## src/rtl/auxsys_pkg.sv

```systemverilog
package auxsys_pkg;

    localparam int NUM_SEL = 7;

    localparam int SEL_CFG    = 0;
    localparam int SEL_AUX1   = 1;
    localparam int SEL_AUX2   = 2;
    localparam int SEL_DIAG   = 3;
    localparam int SEL_MODEM  = 4;
    localparam int SEL_SYSCTL = 5;
    localparam int SEL_PWRMGT = 6;

    localparam logic [27:0] DEC_MASK = 28'hFFF_0000;

    localparam int CFG_EN_BIT  = 3;
    localparam int AUX2_PF_BIT = 2;
    localparam int AUX2_CLR_BIT = 1;
    localparam int AUX2_OFF_BIT = 0;
    localparam int SYS_RST_BIT = 0;
    localparam logic [7:0] SYS_RST_VALUE = 8'h02;

    typedef enum logic {
        PF_CLEAR  = 1'b0,
        PF_RAISED = 1'b1
    } pf_state_e;

    function automatic logic [27:0] sel_offset(input int idx);
        case (idx)
            SEL_CFG:    return 28'h180_0000;
            SEL_AUX1:   return 28'h190_0000;
            SEL_AUX2:   return 28'h191_0000;
            SEL_DIAG:   return 28'h1A0_0000;
            SEL_MODEM:  return 28'h1B0_0000;
            SEL_SYSCTL: return 28'h1F0_0000;
            default:    return 28'hA00_0000;
        endcase
    endfunction

endpackage

```

## src/rtl/auxsys_decode.sv

```systemverilog
module auxsys_decode
    import auxsys_pkg::*;
#(
    parameter int ADDR_W = 28
) (
    input  logic [ADDR_W-1:0]  addr,
    output logic [NUM_SEL-1:0] hit
);

    for (genvar i = 0; i < NUM_SEL; i++) begin : g_sel
        assign hit[i] = ((addr & DEC_MASK[ADDR_W-1:0]) == sel_offset(i)[ADDR_W-1:0]);
    end

endmodule

```

## src/rtl/auxsys_pfail.sv

```systemverilog
module auxsys_pfail
    import auxsys_pkg::*;
(
    input  logic clk,
    input  logic rst_n,
    input  logic soft_rst,
    input  logic pwr_fail,
    input  logic cfg_en,
    input  logic clr_wr,
    output logic pf_edge,
    output logic pf_flag,
    output logic irq
);

    pf_state_e state_q, state_d;
    logic      pf_q;

    assign pf_edge = (pwr_fail != pf_q);

    always_ff @(posedge clk or negedge rst_n) begin
        if (!rst_n) begin
            state_q <= PF_CLEAR;
            pf_q    <= 1'b0;
        end else begin
            state_q <= state_d;
            pf_q    <= pwr_fail;
        end
    end

    always_comb begin
        state_d = state_q;
        unique case (state_q)
            PF_CLEAR: begin
                if (!soft_rst && pf_edge && pwr_fail && cfg_en) begin
                    state_d = PF_RAISED;
                end
            end
            PF_RAISED: begin
                if (soft_rst) begin
                    state_d = PF_CLEAR;
                end else if (pf_edge) begin
                    state_d = (pwr_fail && cfg_en) ? PF_RAISED : PF_CLEAR;
                end else if (clr_wr) begin
                    state_d = PF_CLEAR;
                end
            end
            default: state_d = PF_CLEAR;
        endcase
    end

    always_comb begin
        pf_flag = (state_q == PF_RAISED);
        irq     = pf_flag && cfg_en;
    end

endmodule

```

## src/rtl/auxsys_regs.sv

```systemverilog
module auxsys_regs
    import auxsys_pkg::*;
#(
    parameter int REG_W = 8
) (
    input  logic               clk,
    input  logic               rst_n,
    input  logic               soft_rst,
    input  logic [NUM_SEL-1:0] hit,
    input  logic               we,
    input  logic               re,
    input  logic [REG_W-1:0]   wbyte,
    input  logic               pf_flag,
    output logic [REG_W-1:0]   rbyte,
    output logic               cfg_en,
    output logic               clr_wr,
    output logic               shutdown_req,
    output logic               sysreset_req,
    output logic [REG_W-1:0]   cfg_q,
    output logic [REG_W-1:0]   diag_q,
    output logic [REG_W-1:0]   sysctl_q
);

    logic [REG_W-1:0] aux1_q, modem_q, rd_mux;
    logic             aux2_off_q;

    assign cfg_en = cfg_q[CFG_EN_BIT];
    assign clr_wr = we && hit[SEL_AUX2] && wbyte[AUX2_CLR_BIT];

    always_comb begin
        rd_mux = '0;
        if (hit[SEL_CFG])    rd_mux = cfg_q;
        if (hit[SEL_AUX1])   rd_mux = aux1_q;
        if (hit[SEL_AUX2]) begin
            rd_mux[AUX2_PF_BIT]  = pf_flag;
            rd_mux[AUX2_OFF_BIT] = aux2_off_q;
        end
        if (hit[SEL_DIAG])   rd_mux = diag_q;
        if (hit[SEL_MODEM])  rd_mux = modem_q;
        if (hit[SEL_SYSCTL]) rd_mux = sysctl_q;
    end

    always_ff @(posedge clk or negedge rst_n) begin
        if (!rst_n) begin
            cfg_q        <= '0;
            aux1_q       <= '0;
            aux2_off_q   <= 1'b0;
            diag_q       <= '0;
            modem_q      <= '0;
            sysctl_q     <= '0;
            rbyte        <= '0;
            shutdown_req <= 1'b0;
            sysreset_req <= 1'b0;
        end else begin
            shutdown_req <= 1'b0;
            sysreset_req <= 1'b0;
            if (re) begin
                rbyte <= rd_mux;
            end
            if (soft_rst) begin
                cfg_q      <= '0;
                aux1_q     <= '0;
                aux2_off_q <= 1'b0;
                modem_q    <= '0;
            end else if (we) begin
                if (hit[SEL_CFG])   cfg_q   <= wbyte;
                if (hit[SEL_AUX1])  aux1_q  <= wbyte;
                if (hit[SEL_DIAG])  diag_q  <= wbyte;
                if (hit[SEL_MODEM]) modem_q <= wbyte;
                if (hit[SEL_AUX2]) begin
                    aux2_off_q   <= wbyte[AUX2_OFF_BIT];
                    shutdown_req <= wbyte[AUX2_OFF_BIT];
                end
                if (hit[SEL_SYSCTL] && wbyte[SYS_RST_BIT]) begin
                    sysctl_q     <= SYS_RST_VALUE[REG_W-1:0];
                    sysreset_req <= 1'b1;
                end
            end
        end
    end

endmodule

```

## src/rtl/auxsys_ctrl.sv

```systemverilog
module auxsys_ctrl
    import auxsys_pkg::*;
#(
    parameter int ADDR_W = 28,
    parameter int DATA_W = 32,
    parameter int REG_W  = 8
) (
    input  logic              clk,
    input  logic              rst_n,
    input  logic              soft_rst,
    input  logic [ADDR_W-1:0] bus_addr,
    input  logic [DATA_W-1:0] bus_wdata,
    input  logic              bus_we,
    input  logic              bus_re,
    output logic [DATA_W-1:0] bus_rdata,
    input  logic              pwr_fail,
    output logic              irq,
    output logic              shutdown_req,
    output logic              sysreset_req
);

    localparam int PAD_W = DATA_W - REG_W;

    logic [NUM_SEL-1:0] hit;
    logic [REG_W-1:0]   rbyte, cfg_q, diag_q, sysctl_q;
    logic               cfg_en, clr_wr, pf_edge, pf_flag;
    logic               unused_wdata_hi;

    assign unused_wdata_hi = ^bus_wdata[DATA_W-1:REG_W];
    assign bus_rdata       = {{PAD_W{1'b0}}, rbyte};

    auxsys_decode #(.ADDR_W(ADDR_W)) u_decode (
        .addr (bus_addr),
        .hit  (hit)
    );

    auxsys_pfail u_pfail (
        .clk      (clk),
        .rst_n    (rst_n),
        .soft_rst (soft_rst),
        .pwr_fail (pwr_fail),
        .cfg_en   (cfg_en),
        .clr_wr   (clr_wr),
        .pf_edge  (pf_edge),
        .pf_flag  (pf_flag),
        .irq      (irq)
    );

    auxsys_regs #(.REG_W(REG_W)) u_regs (
        .clk          (clk),
        .rst_n        (rst_n),
        .soft_rst     (soft_rst),
        .hit          (hit),
        .we           (bus_we),
        .re           (bus_re),
        .wbyte        (bus_wdata[REG_W-1:0]),
        .pf_flag      (pf_flag),
        .rbyte        (rbyte),
        .cfg_en       (cfg_en),
        .clr_wr       (clr_wr),
        .shutdown_req (shutdown_req),
        .sysreset_req (sysreset_req),
        .cfg_q        (cfg_q),
        .diag_q       (diag_q),
        .sysctl_q     (sysctl_q)
    );

endmodule

```

## config.mk

```make
export PLATFORM = sky130hd
export DESIGN_NAME = auxsys_ctrl
export DESIGN_NICKNAME = d
export VERILOG_FILES = /design/src/rtl/auxsys_pkg.sv /design/src/rtl/auxsys_decode.sv /design/src/rtl/auxsys_pfail.sv /design/src/rtl/auxsys_regs.sv /design/src/rtl/auxsys_ctrl.sv
export SDC_FILE = /design/constraint.sdc
export NUM_CORES = 1
export LEC_CHECK = 0
export CAP_MARGIN = 10
export CORE_ASPECT_RATIO = 0.7
export CORE_UTILIZATION = 55
export CTS_CLUSTER_SIZE = 14
export DETAILED_ROUTE_END_ITERATION = 16
export DONT_BUFFER_PORTS = 1
export GPL_TIMING_DRIVEN = 0
export PLACE_DENSITY_LB_ADDON = 0.2
export SETUP_SLACK_MARGIN = 0.5
export SLEW_MARGIN = 20
export SYNTH_ARGS = -nofsm -noshare
export SYNTH_HDL_FRONTEND = slang
export SYNTH_SLANG_ARGS = --single-unit
```

## constraint.sdc

```tcl
create_clock -name clk -period 2.1 [get_ports clk]
set_input_delay 0.42 -clock clk [delete_from_list [all_inputs] [get_ports clk]]
set_output_delay 0.42 -clock clk [all_outputs]
set_load 0.005 [all_outputs]
```

Yosys cells after proc, flatten, opt, wreduce, memory -nomap -nowiden
Index checks and enable logic that the tools add are counted.
- $add $sub $neg: 0
- $mul: 0
- div/mod/pow operators: 0
- magnitude comparators: 0
- equality and inequality tests: 7
- shift operators: 0
- multiplexer cells: 31
- bitwise logic cells: 2
- reduce and logical (&&, ||, !) cells: 20
- operators with widths (cell ; count):
    $mux 8 ; 14
    $eq 12x9->1 const B ; 6
    $mux 1 ; 16
    $reduce_bool 2->1 ; 5
    $logic_and 1x1->1 ; 8
    $reduce_and 2->1 ; 4
    $reduce_and 3->1 ; 2
    $not 1->1 ; 2
    $pmux 1 s2 ; 1
    $logic_not 1->1 ; 1
    $ne 1x1->1 ; 1
- register bits: 46
- latch bits: 0
- memory bits (writable): 0
- memory bits (read-only): 0
- bits of input ports: 66
- output and inout port bits: 35
- word-level logic and storage cells: 71
- memories: 0

Logic depth before layout (Yosys ltp)
- depth after elaboration: 7
- depth in mapped cells: 6
- gate-level depth less buffers: 4

Hierarchy
Synthesis repeated with hierarchy kept, for this count alone.
- cell total of the unflattened synthesis: 260
- area, all modules: 2483.6 um^2
- by module, submodules not included (module ; times used ; cells an instance ; area each (um^2) ; seq. area each (um^2)):
    auxsys_regs ; 1 ; 207 ; 2058.2 ; 1101.1
    auxsys_ctrl ; 1 ; 25 ; 183.9 ; 0.0
    auxsys_decode ; 1 ; 20 ; 140.1 ; 0.0
    auxsys_pfail ; 1 ; 8 ; 101.3 ; 50.0

Worst setup path after synthesis
Ideal clock, no wire load.
- kind: input port to flip-flop
- from: input port bus_addr[17]
- to: register u_regs.rbyte[3]
- library setup time: 0.101 ns
- arrival: 1.831 ns
- data required time: 1.999 ns
- path slack: 0.168 ns
- cell stages on the path: 5
- path buffers: 1
- cells stage by stage: nor4b_4 -> nand2_1 -> or4b_1 -> clkbuf_1 -> o32ai_1
- word-level cells in the longest chain between the ends: 6
- elaborated cells between the ends (all ways): 10
- classes of those cells: eq/ne: 5; mux: 5
- RTL lines (what ; RTL line ; source):
    from (decl) ; auxsys_ctrl.sv:11 ; input logic [ADDR_W-1:0] bus_addr,
    $eq 12x9->1 ; auxsys_decode.sv:11 ; assign hit[i] = ((addr & DEC_MASK[ADDR_W-1:0]) == sel_offset(i)[ADDR_W-1:0]);
    $mux 8 ; auxsys_regs.sv:32 ; if (hit[SEL_CFG]) rd_mux = cfg_q;
    $mux 8 ; auxsys_regs.sv:33 ; if (hit[SEL_AUX1]) rd_mux = aux1_q;
    $mux 8 ; auxsys_regs.sv:38 ; if (hit[SEL_DIAG]) rd_mux = diag_q;
    $mux 8 ; auxsys_regs.sv:39 ; if (hit[SEL_MODEM]) rd_mux = modem_q;
    $mux 8 * ; auxsys_regs.sv:40 ; if (hit[SEL_SYSCTL]) rd_mux = sysctl_q;
    to (signal assigned) ; auxsys_regs.sv:58 ; rbyte <= rd_mux;
    to (decl) ; auxsys_regs.sv:14 ; output logic [REG_W-1:0] rbyte,
Mark *: on every way between the ends. The rest lies on a longest branch, timed or not.
A chain may end at the register's enable or synchronous reset.

Worst setup path after layout
- from: input port bus_addr[18]
- to: register u_regs.diag_q[2]
- word-level cells in the longest chain between the ends: 2
- RTL lines (what ; RTL line ; source):
    $eq 12x9->1 ; auxsys_decode.sv:11 ;
    $reduce_and 3->1 (no source line) ; - ;
    to (signal assigned) ; auxsys_regs.sv:68 ; if (hit[SEL_DIAG]) diag_q <= wbyte;
    to (decl) ; auxsys_regs.sv:20 ; output logic [REG_W-1:0] diag_q,
Every way passes these cells.

==> summary by stage <==
Status
The flow ran to the end, and the final reports show no timing, DRC or antenna violations.

Final layout
In the layout the commonest cells are 46 x sky130_fd_sc_hd__dfrtp_1, 36 x sky130_fd_sc_hd__buf_4, 34 x sky130_fd_sc_hd__nor2_1, 25 x sky130_fd_sc_hd__mux2i_1, 24 x sky130_fd_sc_hd__conb_1. The leading cell type in the layout, fill and taps excluded is sky130_fd_sc_hd__dfrtp_1. The count of cells in the finished layout, fillers not included, comes to 317. The fraction of layout cells with a size suffix above 1 is 28.3%. The final antenna diode count is 0. The net total in the final layout is 330. Compared with the post-synthesis result, the final layout area differs by 18.3%.

Placed design
The HPWL after detailed placement is 3500 microns. After detailed placement, the design holds a cell count of 295. The routability-driven placement congestion ratio is 0.810. During placement, the flow inserted port buffers numbering 0.

GRT
The initial antenna violation count is 0. The total overflow left after global routing is 0. Global routing consumed, on the met2 layer, 36.4% of the routing resources. The global routing stage identified its most utilized layer as met1. Global routing consumed, on the met3 layer, 6.08% of the routing resources. The global-route wire length before repair is 8430 microns. Across every metal layer, demand over resource in global routing totals 25.2%. The routing usage on met1 is about 37%.

Entering global routing, the biggest net connects 47 pins. The number of global-route vias before repair is 1,675.

Power and ir drop
Across the VDD grid, the largest voltage drop is 0.470 mV. The sequential share of power is 52.6%. The power per standard cell area is 599 nW/um^2.

The switching share of power is 23.0%. Summed over all nets, the switching power comes to 389 uW. The cell-internal power is 1300 uW. The total power after layout is 1690 uW. The static leakage is 0.00154 uW. The part of the total power dissipated in the clock network is between 30% and 40%. The combinational fraction of design power is 8.2%.

Synth
The sequential area share after synthesis is 48.3%. The most used flip-flop cell after synthesis is sky130_fd_sc_hd__dfrtp_1. The multiplexer share of the synthesized area is 19.0%. After synthesis, the mean cell area works out to 10.8 sq um. The adder-cell share of the synthesized area is 0%.

The synthesized netlist devotes 0% of its cell area to XOR and XNOR gates. The largest family of logic cells by synthesized area is multiplexers. The post-synthesis sequential element count is 46.

The synthesized-area fraction occupied by ao, oa, aoi and oai cells is 5.62%. The synthesized netlist devotes roughly 16% of its cell area to simple gates. The number of synthesis warnings is 0. Of all flip-flops after synthesis, the portion carrying an async set or reset was 100%. Counting flops with a built-in enable in the synthesized netlist gives 0. The number of distinct library cells after synthesis is 32.

The synthesized netlist cell count is 220. The mapped netlist covers 2380 sq um.

Routing
For this block, the initial DRC count from the detailed router was 119. The total vias in the final route is 1,709. The antenna violation net count after detailed routing is 0. The total length of routed wires is 5400 microns. The post-detailed-route DRC marker count is 0. For this run, the detailed router's first-pass iteration total came to 4. The via density per instance is 5.39. The routed wirelength normalized by instance count is between 15 and 20 microns.

Worst setup path
Traced cell by cell, the critical path runs through nor4b_4, nand2_2, buf_4, nor3_4, buf_4, mux2_2. The kind of capture point of the worst setup path is a register. The peak fanout along the critical path is 5. The source of the worst register-to-register timing path is u_regs.cfg_q[1]$_DFFE_PN0P_. The start point of the critical path is bus_addr[18]. The nature of the critical path startpoint is an input pin.

The data arrival time of the critical path is 1.79 ns. The cell type of the slowest stage on the worst timing path is sky130_fd_sc_hd__nor4b_4. By startpoint and endpoint, the worst setup path is classified as in -> reg. In this design, the stage delay of the slowest critical-path cell is 0.38 ns. Data on the critical path is required at its endpoint by ~2.3 ns. Counting stages on the worst path, the most repeated cell is sky130_fd_sc_hd__buf_4. The count of buffer and inverter cells on the critical path is 2. On the critical path the largest part of the delay comes from simple AND/OR/NAND/NOR gates.

Die
The floorplan has 19 rows. The x dimension of the die is 80.7 microns. The initial utilization of the core area, before any placement, comes to 59.0%. The placeable core region is 4040 sq um.

The overall die area is 4600 sq um. In this run the count of I/O pins placed on the die edge is 101. In this run the vertical extent of the chip is roughly 57 microns.

Timing
Setup repair after global routing could not meet its margin everywhere. The max-slew violation count came to 0. The setup violation total in the final timing report is 0. The tightest hold path in the finished design has a slack of 0.129 ns. Across the routed clock network, the largest skew measured is 0.00950 ns.

Summed over all failing endpoints, the final setup total negative slack is 0 ns. The final critical-path share of the clock period is 76.3%. The maximum achievable frequency is 0.624 GHz. Headroom to the max-slew limit came out at between 60% and 70%. The clock period minus final worst setup slack is 1.60 ns.

The number of hold violations in the final report is 0. For the pin with the worst max-slew slack, the measured transition is 0.592 ns.

Clocking
TritonCTS built the clock tree. The count of clock tree sinks is 46. Counting along the longest clock path gives a buffer depth of 2.

The cell chosen for the clock root is sky130_fd_sc_hd__clkbuf_8. The clock transition time at the flip-flop clock pins of the worst setup and hold paths is ~0.09 ns. The TritonCTS buffer count is 5. Clock latency on the worst-skew pair, taken at its later pin, is 0.31 ns.

CTS built an H-tree with a depth of 2.

Run
Max-cap violations in this run came to 0.

Min path
The critical hold path startpoint is pwr_fail. The type of the tightest min-delay check is in -> reg.
==> final cells by class <==
| class | count | area, sq um |
|---|---|---|
| plain buffers | 34 | 231 |
| clock buffers | 5 | 68.8 |
| clock inverters | 3 | 40.0 |
| fillers | 289 | 1220 |
| inverters | 9 | 33.8 |
| multi-input cells | 154 | 1100 |
| flip-flops and latches | 46 | 1150 |
| well taps | 52 | 65.1 |
| repair buffers | 14 | 128 |
==> layer usage <==
| layer | wire, microns | vias to the layer above | part of all wire [%] |
|---|---|---|---|
| li1 | - | 806 | - |
| met1 | 2550 | 845 | 47 |
| met2 | 2460 | 49 | 46 |
| met3 | 312 | 9 | 5.8 |
| met4 | 79 | 0 | 1.5 |
| met5 | 0 | - | 0 |
==> power groups by stage <==
stage	clock (uW)	sequential (uW)	combinational (uW)
floorplan	0	905	88.6
global route	697	888	152
finish	662	887	139
detailed placement	0	905	104
global placement	0	905	104
CTS	664	887	132
==> state kept, by name, summed over array words and instances, names as in the netlist <==
signal               count
u_regs.diag_q            8
u_regs.modem_q           8
u_pfail.pf_flag          1
u_pfail.pf_q             1
u_regs.sysreset_req      1
u_regs.cfg_q             8
u_regs.aux1_q            8
u_regs.sysctl_q          1
u_regs.rbyte             8
u_regs.aux2_off_q        1
u_regs.shutdown_req      1
==> through the flow <==
step                      area (sq um)  worst slack (ns)  util, %
after floorplan                   2470             0.248        -
after CTS                         2760             0.432     68.3
after detailed placement          2540            -0.123     62.8
final                             2820             0.498     69.8
after global routing              2820             0.465     69.8
after global placement            2540            -0.142     62.8
==> kinds of logic after synthesis <==
| kind of cell | count (synthesis) |
|---|---|
| buffers and inverters | 43 |
| AO/OA/AOI/OAI | 20 |
| AND/OR/NAND/NOR | 68 |
| other | 1 |
| flip-flops | 46 |
| multiplexers | 42 |
==> final timing paths <==
| kind | slack [ns] | cells past startpoint | end |
|---|---|---|---|
| min | 0.13 | 0 | u_pfail.pf_q$_DFF_PN0_ |
| min in group asynchronous | 0.63 | 2 | u_regs.sysctl_q[1]$_DFFE_PN0P_ |
| min reg2reg | 0.49 | 1 | u_regs.sysctl_q[1]$_DFFE_PN0P_ |
| max in group asynchronous | 1.26 | 2 | u_regs.cfg_q[0]$_DFFE_PN0P_ |
| max | 0.50 | 6 | u_regs.diag_q[2]$_DFFE_PN0P_ |
| max reg2reg | 0.91 | 3 | u_regs.rbyte[1]$_DFFE_PN0P_ |
==> Yosys cell counts, drive strengths merged, types with 4 or more instances <==
master / number / area, sq um
nand4: 4 / 25.0
nor2b: 4 / 25.0
dfrtp: 46 / 1150
nor2: 34 / 128
o22ai: 9 / 56.3
nand2b: 4 / 25.0
inv: 9 / 33.8
nand2: 4 / 15.0
clkbuf: 9 / 33.8
mux2i: 25 / 250
mux2: 16 / 180
buf: 25 / 184
o32ai: 5 / 43.8
a21oi: 5 / 25.0
==> repair_timing <==
action	CTS	global route
hold buffers	2	0
gates resized for setup	3	13
setup buffers	9	3
hold endpoints to repair	46	0
cloned	0	0
setup endpoints to repair	38	10
pin swaps	4	3
(Power assumes the default switching activity.)
